$ cat src/rtl/rso_pkg.sv
package rso_pkg;
    localparam int unsigned NUM_SIDES = 2;
    localparam int unsigned SIDE_LOC  = 0;
    localparam int unsigned SIDE_BP   = 1;
endpackage

$ cat src/rtl/rso_pin_qual.sv
module rso_pin_qual #(
    parameter int unsigned MIN_LOW     = 2,
    parameter int unsigned PIN_STAGES  = 2
) (
    input  logic clk,
    input  logic rst_pin_n,
    output logic rel_o
);
    localparam int unsigned RW = $clog2(MIN_LOW + 1);

    typedef struct packed {
        logic [PIN_STAGES-1:0] samp;
        logic [RW-1:0]         run;
        logic                  armed;
    } qual_t;

    qual_t qual_d, qual_q;
    logic  rel_d, rel_q;
    logic  pin_s;

    assign pin_s = qual_q.samp[PIN_STAGES-1];

    always_comb begin
        qual_d      = qual_q;
        qual_d.samp = {qual_q.samp[PIN_STAGES-2:0], rst_pin_n};
        if (!pin_s) begin
            if (qual_q.run < RW'(MIN_LOW)) begin
                qual_d.run = qual_q.run + RW'(1);
            end
            if (qual_q.run >= RW'(MIN_LOW - 1)) begin
                qual_d.armed = 1'b1;
            end
        end else begin
            qual_d.run = '0;
            if (rel_q) begin
                qual_d.armed = 1'b0;
            end
        end
        rel_d = rel_q | (pin_s & qual_q.armed);
    end

    // Sampling and qualification state runs on the clock alone so that it
    // can measure how long the pin stays low.
    always_ff @(posedge clk) begin
        qual_q <= qual_d;
    end

    always_ff @(posedge clk or negedge rst_pin_n) begin
        if (!rst_pin_n) begin
            rel_q <= 1'b0;
        end else begin
            rel_q <= rel_d;
        end
    end

    assign rel_o = rel_q;
endmodule

$ cat src/rtl/rso_holdoff.sv
module rso_holdoff #(
    parameter int unsigned HOLD_CYC = 2000
) (
    input  logic clk,
    input  logic rst_pin_n,
    input  logic rel,
    output logic ready_o
);
    localparam int unsigned CW = $clog2(HOLD_CYC + 1);

    typedef struct packed {
        logic [CW-1:0] cnt;
        logic          ready;
    } hold_t;

    hold_t hold_d, hold_q;

    always_comb begin
        hold_d = hold_q;
        if (rel && !hold_q.ready) begin
            hold_d.cnt = hold_q.cnt + CW'(1);
            if (hold_q.cnt == CW'(HOLD_CYC - 1)) begin
                hold_d.ready = 1'b1;
            end
        end
    end

    always_ff @(posedge clk or negedge rst_pin_n) begin
        if (!rst_pin_n) begin
            hold_q <= '0;
        end else begin
            hold_q <= hold_d;
        end
    end

    assign ready_o = hold_q.ready;
endmodule

$ cat src/rtl/rso_drive_ctl.sv
module rso_drive_ctl #(
    parameter int unsigned EN_STAGES = 2,
    parameter int unsigned SIDES     = rso_pkg::NUM_SIDES
) (
    input  logic             clk,
    input  logic             rst_pin_n,
    input  logic             rel,
    input  logic             drv_en_pin,
    input  logic [SIDES-1:0] float_sel,
    output logic [SIDES-1:0] drive_en,
    output logic [SIDES-1:0] hiz
);
    typedef struct packed {
        logic [EN_STAGES-1:0] sync;
    } en_t;

    en_t  en_d, en_q;
    logic en_s;

    always_comb begin
        en_d      = en_q;
        en_d.sync = {en_q.sync[EN_STAGES-2:0], drv_en_pin};
    end

    always_ff @(posedge clk or negedge rst_pin_n) begin
        if (!rst_pin_n) begin
            en_q <= '0;
        end else begin
            en_q <= en_d;
        end
    end

    assign en_s = en_q.sync[EN_STAGES-1];

    for (genvar g = 0; g < SIDES; g++) begin : g_side
        assign drive_en[g] = en_s & rel;
        assign hiz[g]      = ~drive_en[g] & float_sel[g];
    end
endmodule

$ cat src/rtl/rst_oe_sequencer.sv
module rst_oe_sequencer #(
    parameter int unsigned CLK_KHZ     = 8000,
    parameter int unsigned HOLD_US     = 250,
    parameter int unsigned MIN_LOW     = 2,
    parameter int unsigned SYNC_STAGES = 2
) (
    input  logic clk,
    input  logic rst_pin_n,
    input  logic drv_en_pin,
    input  logic loc_float_sel,
    input  logic bp_float_sel,
    output logic core_rst_n,
    output logic loc_drive_en,
    output logic loc_hiz,
    output logic bp_drive_en,
    output logic bp_hiz,
    output logic host_ready
);
    import rso_pkg::*;

    localparam int unsigned HOLD_CYC = (CLK_KHZ * HOLD_US) / 1000;

    logic                 rel;
    logic [NUM_SIDES-1:0] sel_v, drv_v, hiz_v;

    rso_pin_qual #(
        .MIN_LOW    (MIN_LOW),
        .PIN_STAGES (SYNC_STAGES)
    ) u_qual (
        .clk       (clk),
        .rst_pin_n (rst_pin_n),
        .rel_o     (rel)
    );

    rso_holdoff #(
        .HOLD_CYC (HOLD_CYC)
    ) u_hold (
        .clk       (clk),
        .rst_pin_n (rst_pin_n),
        .rel       (rel),
        .ready_o   (host_ready)
    );

    assign sel_v[SIDE_LOC] = loc_float_sel;
    assign sel_v[SIDE_BP]  = bp_float_sel;

    rso_drive_ctl #(
        .EN_STAGES (SYNC_STAGES),
        .SIDES     (NUM_SIDES)
    ) u_drv (
        .clk        (clk),
        .rst_pin_n  (rst_pin_n),
        .rel        (rel),
        .drv_en_pin (drv_en_pin),
        .float_sel  (sel_v),
        .drive_en   (drv_v),
        .hiz        (hiz_v)
    );

    assign core_rst_n   = rel;
    assign loc_drive_en = drv_v[SIDE_LOC];
    assign loc_hiz      = hiz_v[SIDE_LOC];
    assign bp_drive_en  = drv_v[SIDE_BP];
    assign bp_hiz       = hiz_v[SIDE_BP];
endmodule

$ cat config.mk
export PLATFORM = sky130hd
export DESIGN_NAME = rst_oe_sequencer
export DESIGN_NICKNAME = d
export VERILOG_FILES = /design/src/rtl/rso_pkg.sv /design/src/rtl/rso_pin_qual.sv /design/src/rtl/rso_holdoff.sv /design/src/rtl/rso_drive_ctl.sv /design/src/rtl/rst_oe_sequencer.sv
export SDC_FILE = /design/constraint.sdc
export NUM_CORES = 1
export LEC_CHECK = 0
export BUFFER_PORTS_ARGS = -buffer_cell sky130_fd_sc_hd__buf_4
export CORE_ASPECT_RATIO = 1.2
export CORE_MARGIN = 2
export CORE_UTILIZATION = 41
export CTS_BUF_LIST = sky130_fd_sc_hd__clkbuf_16
export CTS_CLUSTER_SIZE = 28
export DETAILED_ROUTE_END_ITERATION = 16
export PLACE_DENSITY_LB_ADDON = 0.3
export SYNTH_ARGS = -nofsm -noshare
export SYNTH_HDL_FRONTEND = slang
export SYNTH_HIERARCHICAL = 1
export SYNTH_SLANG_ARGS = --single-unit
export TNS_END_PERCENT = 50
$ cat constraint.sdc
create_clock -name clk -period 1.35 [get_ports clk]
set_clock_uncertainty 0.2 [all_clocks]
set_input_delay 0.3375 -clock clk [delete_from_list [all_inputs] [get_ports clk]]
set_output_delay 0.3375 -clock clk [all_outputs]
set_load 0.02 [all_outputs]
==> results.toml, run 1 <==
[worst_setup_path]
r2r_slack_ns = -0.13
max_stage_delay_ns = 0.44
worstSetupStartpointType = "flop"
crit_fanout = 6
slowest_stage = "dfrtp_2"
required_ns = 0.81
endpoint_kind = "output pin"
crit_arrival_ns = 0.99
crit_type = "reg -> out"
path_cells = "a21boi_2, buf_6"

[routing]
avgRoutedWirePerCell_um = 14.9
drtPass1Iterations = 2
first_iter_violations = 8
vias_per_cell = 5.05
vias = 586
drt_wl_total_um = 1730
drc = 0
drtAntennaViolNets = 0

[sta]
min_period_over_period = 1.13
hold_viol_final = 0
finalWorstSetupSlack_ns = -0.175
rsz0062_at_grt = "true"
slew_headroom = 0.850
tightest_slew_ns = 0.223
hold_ws_ns = 0.135
final-max-slew-violation-count = 0
min_period_ns = 1.52
clock.fmax_ghz = 0.656
final-setup-viol-count = 15

[final_layout]
drive_above_1_share = 0.474
layout_commonest_cell = "buf_4"
fin_nets = 105
final_cell_mix = "20 x buf_4, 13 x dfrtp_1, 8 x xor2_1"
syn_to_final_growth_pct = 53.4
antenna_cells = 0
stdcell_area_mm2 = 0.00124

[floorplanning]
pin_count = 11
die_area_mm2 = 0.00234
rows = 17
initial_utilization = 0.435
die_h_um = 52.6
dieWidth_um = 44.5
core_mm2 = 0.00185

[yosys]
synth_area_um2 = 806
synth-seq-area-share = 0.602
yosys_register_bits = 20
synth_warnings = 6
synth_nets = 74
syn_inst = 67
avgSynthCellArea_um2 = 12.0
synth_cell_type_count = 23

[pwr]
p_leak_nw = 0.580
powerDensity_mw_per_mm2 = 1300
irDropWorstVdd_mv = 0.786

[placement]
io_buffers = 10
placed_area_um2 = 1000
gp_congestion = 0.764
hpwl_um = 1050

[global_route]
overflow = 0
antenna_found_initial = 0
grt_start_max_net_pins = 17
grt_use_total = 0.171
grt_pass1_vias = 602
grt_pass1_wl_um = 2690

[clock_tree]
cts_buffer_depth = 2
clock_sinks = 20
cts_made_buffers = 3
cts_root_buf = "clkbuf_16"
cts.clk_slew.worst_paths_ns = 0.06
cts_tree = "built"
clock_latency_ns = 0.25
htreeDepth = 1

[run_status]
violations = "setup timing"
outcome = "finished, violations left"

[job]
cap_violations = 0

[hold_path]
hold_path_class = "reg -> reg"
-- what timing repair did --
action / CTS / global route
hold buffers: 2 / 0
gates resized for setup: 7 / 9
setup endpoints to repair: 11 / 16
endpoints found under the hold margin: 16 / 0
pin swaps: 4 / 9
buffers inserted: 2 / 3
-- layer usage --
| metal | share of wire | track usage | wire length (um) | vias up |
|---|---|---|---|---|
| li1 | - | - | - | 284 |
| met1 | 0.41 | 0.180 | 708 | 276 |
| met2 | 0.51 | 0.287 | 875 | 18 |
| met3 | 0.045 | 0.0310 | 78 | 8 |
| met4 | 0.039 | 0.141 | 68 | 0 |
| met5 | 0 | 0 | 0 | - |
-- final cells by class --
class / instances / area [um^2]
fill: 141 / 614
sequential: 20 / 488
multi-input combinational: 42 / 378
timing repair buffer: 27 / 226
clock buffer: 3 / 75.1
clock inverter: 1 / 30.0
tap: 19 / 23.8
inverter: 4 / 15.0
-- flip-flops by register name, indices dropped and copies added, names as in the netlist --
signal          count
u_hold/ready_o      1
u_qual/qual_q       3
u_hold/hold_q      11
u_drv/en_q          2
u_qual/rel_o        1
u_qual/qual_d       1
u_qual/pin_s        1
-- Yosys cell counts, drive strengths merged --
| library cell | n | area, um^2 |
|---|---|---|
| dfrtp | 15 | 375 |
| xor2 | 8 | 70.1 |
| nand2 | 6 | 22.5 |
| nor2 | 5 | 18.8 |
| dfxtp | 4 | 80.1 |
| inv | 4 | 15.0 |
| nand4 | 3 | 18.8 |
| nor3 | 3 | 15.0 |
| xnor2 | 3 | 26.3 |
| a21boi | 2 | 15.0 |
| ha | 2 | 25.0 |
| nand3 | 2 | 10.0 |
| and2 | 1 | 6.26 |
| buf | 1 | 7.51 |
| edfxtp | 1 | 30.0 |
| mux2 | 1 | 11.3 |
| mux2i | 1 | 10.0 |
| nand4b | 1 | 15.0 |
| nor2b | 1 | 6.26 |
| nor4 | 1 | 6.26 |
| o21bai | 1 | 11.3 |
| or4b | 1 | 10.0 |
-- where the power goes --
part	switching [mW]	internal [mW]
sequential	0.0262	0.646
clock	0.215	0.588
combinational	0.0660	0.0683
-- through the flow --
step | setup slack, ns | power (mW) | utilization | cells | setup TNS, ns
floorplan | -0.0311 | 0.768 | - | 67 | -0.0962
global placement | -0.0452 | 0.804 | 0.540 | 105 | -0.0674
detailed placement | -0.0694 | 0.812 | 0.540 | 105 | -0.154
CTS | -0.167 | 1.63 | 0.632 | 113 | -1.16
global route | -0.203 | 1.68 | 0.668 | 116 | -2.21
finish | -0.175 | 1.61 | 0.668 | 116 | -1.51
-- final timing paths --
check	cells after the start	end	start
hold / removal	0	u_qual/pin_s	u_qual/qual_d[4]
min in group asynchronous	2	u_qual/rel_o	rst_pin_n
max in group asynchronous	2	u_hold/ready_o	rst_pin_n
setup reg to reg	6	u_hold/hold_q[3]	u_qual/rel_o
setup / recovery	2	loc_hiz	u_qual/rel_o
hold reg to reg	0	u_qual/pin_s	u_qual/qual_d[4]
-- worst max-delay path, delay by kind of cell, from the launching register on --
family	cells	cell delay (ns)
buf+inv	1	0.13
compound gates	1	0.16
flops	1	0.44
-- logic make-up (layout without fill, tap and decap cells) --
| group | after synthesis | count (layout) | share of synthesized area |
|---|---|---|---|
| AOI/OAI and AO/OA | 3 | 3 | 0.0326 |
| xor gates and xnor gates | 11 | 11 | 0.120 |
| adders and majority gates | 2 | 2 | 0.0311 |
| buffers and inverters | 5 | 35 | 0.0279 |
| DFF | 20 | 20 | 0.602 |
| muxes | 2 | 2 | 0.0264 |
| and+or+nand+nor | 24 | 24 | 0.160 |
Note: power is estimated with default switching activity, not from simulation.
==> run 2: changes to the inputs <==
--- a/config.mk
+++ b/config.mk
@@ -5,6 +5,7 @@
 export SDC_FILE = /design/constraint.sdc
 export NUM_CORES = 1
 export LEC_CHECK = 0
+export ABC_AREA = 1
 export BUFFER_PORTS_ARGS = -buffer_cell sky130_fd_sc_hd__buf_4
 export CORE_ASPECT_RATIO = 1.2
 export CORE_MARGIN = 2
==> run 2 against run 1 <==
The run still ends with setup timing left. Global-route usage is 3.4 points lower. Die area is 14% higher. Sequential power is 31% higher. Critical path type unchanged. First-iteration DRC count is 25% lower. Hold slack worse by 0.0081 ns. Largest cell class unchanged.
==> results.toml, run 2 <==
[yosys]
synth_area_um2 = 927
synth_nets = 109
synth_top_cell_by_area = "dfrtp_1"
yosys_register_bits = 20
synthArstFlopShare = 0.750
synth_warnings = 6
avgSynthCellArea_um2 = 9.09
synth_cell_type_count = 23
syn_inst = 102
synth-seq-area-share = 0.524
synthFlopType = "dfrtp_1"
synth.top_cell.area_share = 0.405
synthTopCellsByArea = "dfrtp_1 40%, nand2_1 9.7%, dfxtp_1 8.6%"
synth_commonest_cells = "24 x nand2_1, 15 x dfrtp_1, 13 x inv_1"
yosysMostFrequentCell = "nand2_1"
synth_edf_count = 1

[placement]
hpwl_um = 1150
gp_congestion = 0.811
pre_cts_ws_ns = 0.0165
placed_area_mm2 = 0.00105
io_buffers = 10
dp.cells = 143

[routing]
wl_met1_um = 661
avgRoutedWirePerCell_um = 10.5
vias = 671
top_layer = "met4"
vias_per_cell = 4.44
drtAntennaViolNets = 0
wl_met2_um = 804
drt_wl_total_um = 1580
first_iter_violations = 6
drc = 0
wl_met3_um = 70
drtPass1Iterations = 4

[clock_tree]
cts_tree = "built"
cts_buffer_depth = 2
cts_made_buffers = 3
cts_root_buf = "clkbuf_16"
cts.clk_slew.worst_paths_ns = 0.05
clock_latency_ns = 0.25
clock_sinks = 20
htreeDepth = 1

[final_layout]
antenna_cells = 0
drive_above_1_share = 0.331
regMostFlops = "u_hold/hold_q"
stdcell_area_mm2 = 0.00120
final_cells = 151
reg_top3 = "u_hold/hold_q: 11 flops, u_qual/qual_q: 3 flops, u_drv/en_q: 2 flops"
fin_nets = 129
syn_to_final_growth_pct = 29.1
final_util = 0.572
largest_reg_flops = 11
layout_commonest_cell = "nand2_1"
final_cell_mix = "24 x nand2_1, 14 x dfrtp_1, 12 x buf_4, 12 x inv_1, 7 x nor2_1"

[sta]
slew_headroom = 0.842
hold_viol_final = 0
finalWorstSetupSlack_ns = -0.166
final-max-slew-violation-count = 0
rsz0062_at_grt = "true"
tightest_slew_ns = 0.236
fin_tns_setup_ns = -0.843
clock.fmax_ghz = 0.660
min_period_over_period = 1.12
hold_ws_ns = 0.127
min_period_ns = 1.52
final-setup-viol-count = 11

[global_route]
grt_start_max_net_pins = 17
overflow = 0
grt_pass1_vias = 679
antenna_found_initial = 0
grt_use_total = 0.137
grt_pass1_wl_um = 2620

[floorplanning]
dieWidth_um = 47.4
initial_utilization = 0.443
rows = 18
die_area_mm2 = 0.00266
die_h_um = 56.1
pin_count = 11
core_mm2 = 0.00209

[worst_setup_path]
worstSetupStartpointType = "flop"
crit_arrival_ns = 0.98
worstReg2RegStart = "u_qual/rel_o"
crit_fanout = 6
required_ns = 0.81
crit_type = "reg -> out"
crit_start = "u_qual/rel_o"
endpoint_kind = "output pin"

[pwr]
irDropWorstVdd_mv = 0.912
p_leak_nw = 0.602
finalPower_mw = 2.05
powerDensity_mw_per_mm2 = 1710

[run_status]
outcome = "finished, violations left"
violations = "setup timing"

[job]
cap_violations = 0

[hold_path]
hold_path_class = "reg -> reg"
min_from = "u_qual/qual_d[4]"
## run 2: cells by family (layout without fill, tap and decap cells)
family,count (synthesis),count (layout),share of synthesized area
compound gates,4,4,0.0256
xor+xnor,6,6,0.0648
fa+ha+maj,2,2,0.0270
buf+inv,18,37,0.0769
flops,20,20,0.524
simple gates,52,52,0.282
## run 2: power by group
part           internal, mW  leakage, nW  switching, mW  total (mW)
clock network         0.394       0.0385          0.199       0.593
logic                 0.252        0.334          0.325       0.578
registers             0.746        0.229          0.134       0.880
## run 2: critical path: stages (launching register included)
cell	delay, ns
dfrtp_2	0.45
a21oi_2	0.15
buf_6	0.13
## run 2: per-layer routing
metal,up-vias,GRT usage
met4,0,0.0833
met3,4,0.0195
li1,349,-
met5,-,0
met2,15,0.228
met1,303,0.154
## run 2: area by class of cell
class                           instances  area [um^2]
Clock inverter                          1         3.75
Clock buffer                            3         75.1
Inverter                               17         63.8
Timing Repair Buffer                   16          133
Multi-Input combinational cell         64          398
Tap cell                               30         37.5
Sequential cell                        20          487
Fill cell                             181          897
## run 2: path summary, 6_finish.rpt
check	slack, ns	depth (start not counted)	endpoint
max	-0.17	2	loc_hiz
min	0.13	0	u_qual/pin_s
max reg2reg	-0.08	8	u_hold/hold_q[8]
min reg2reg	0.13	0	u_qual/pin_s
max in group asynchronous	0.47	2	u_qual/rel_o
min in group asynchronous	0.29	2	u_hold/hold_q[4]
## run 2: what timing repair did
| item | in CTS | in global routing |
|---|---|---|
| hold buffers | 2 | 0 |
| pin swaps | 1 | 1 |
| endpoints found under the setup margin | 6 | 14 |
| resized for setup | 4 | 4 |
| buffers inserted | 2 | 0 |
| endpoints found under the hold margin | 16 | 0 |
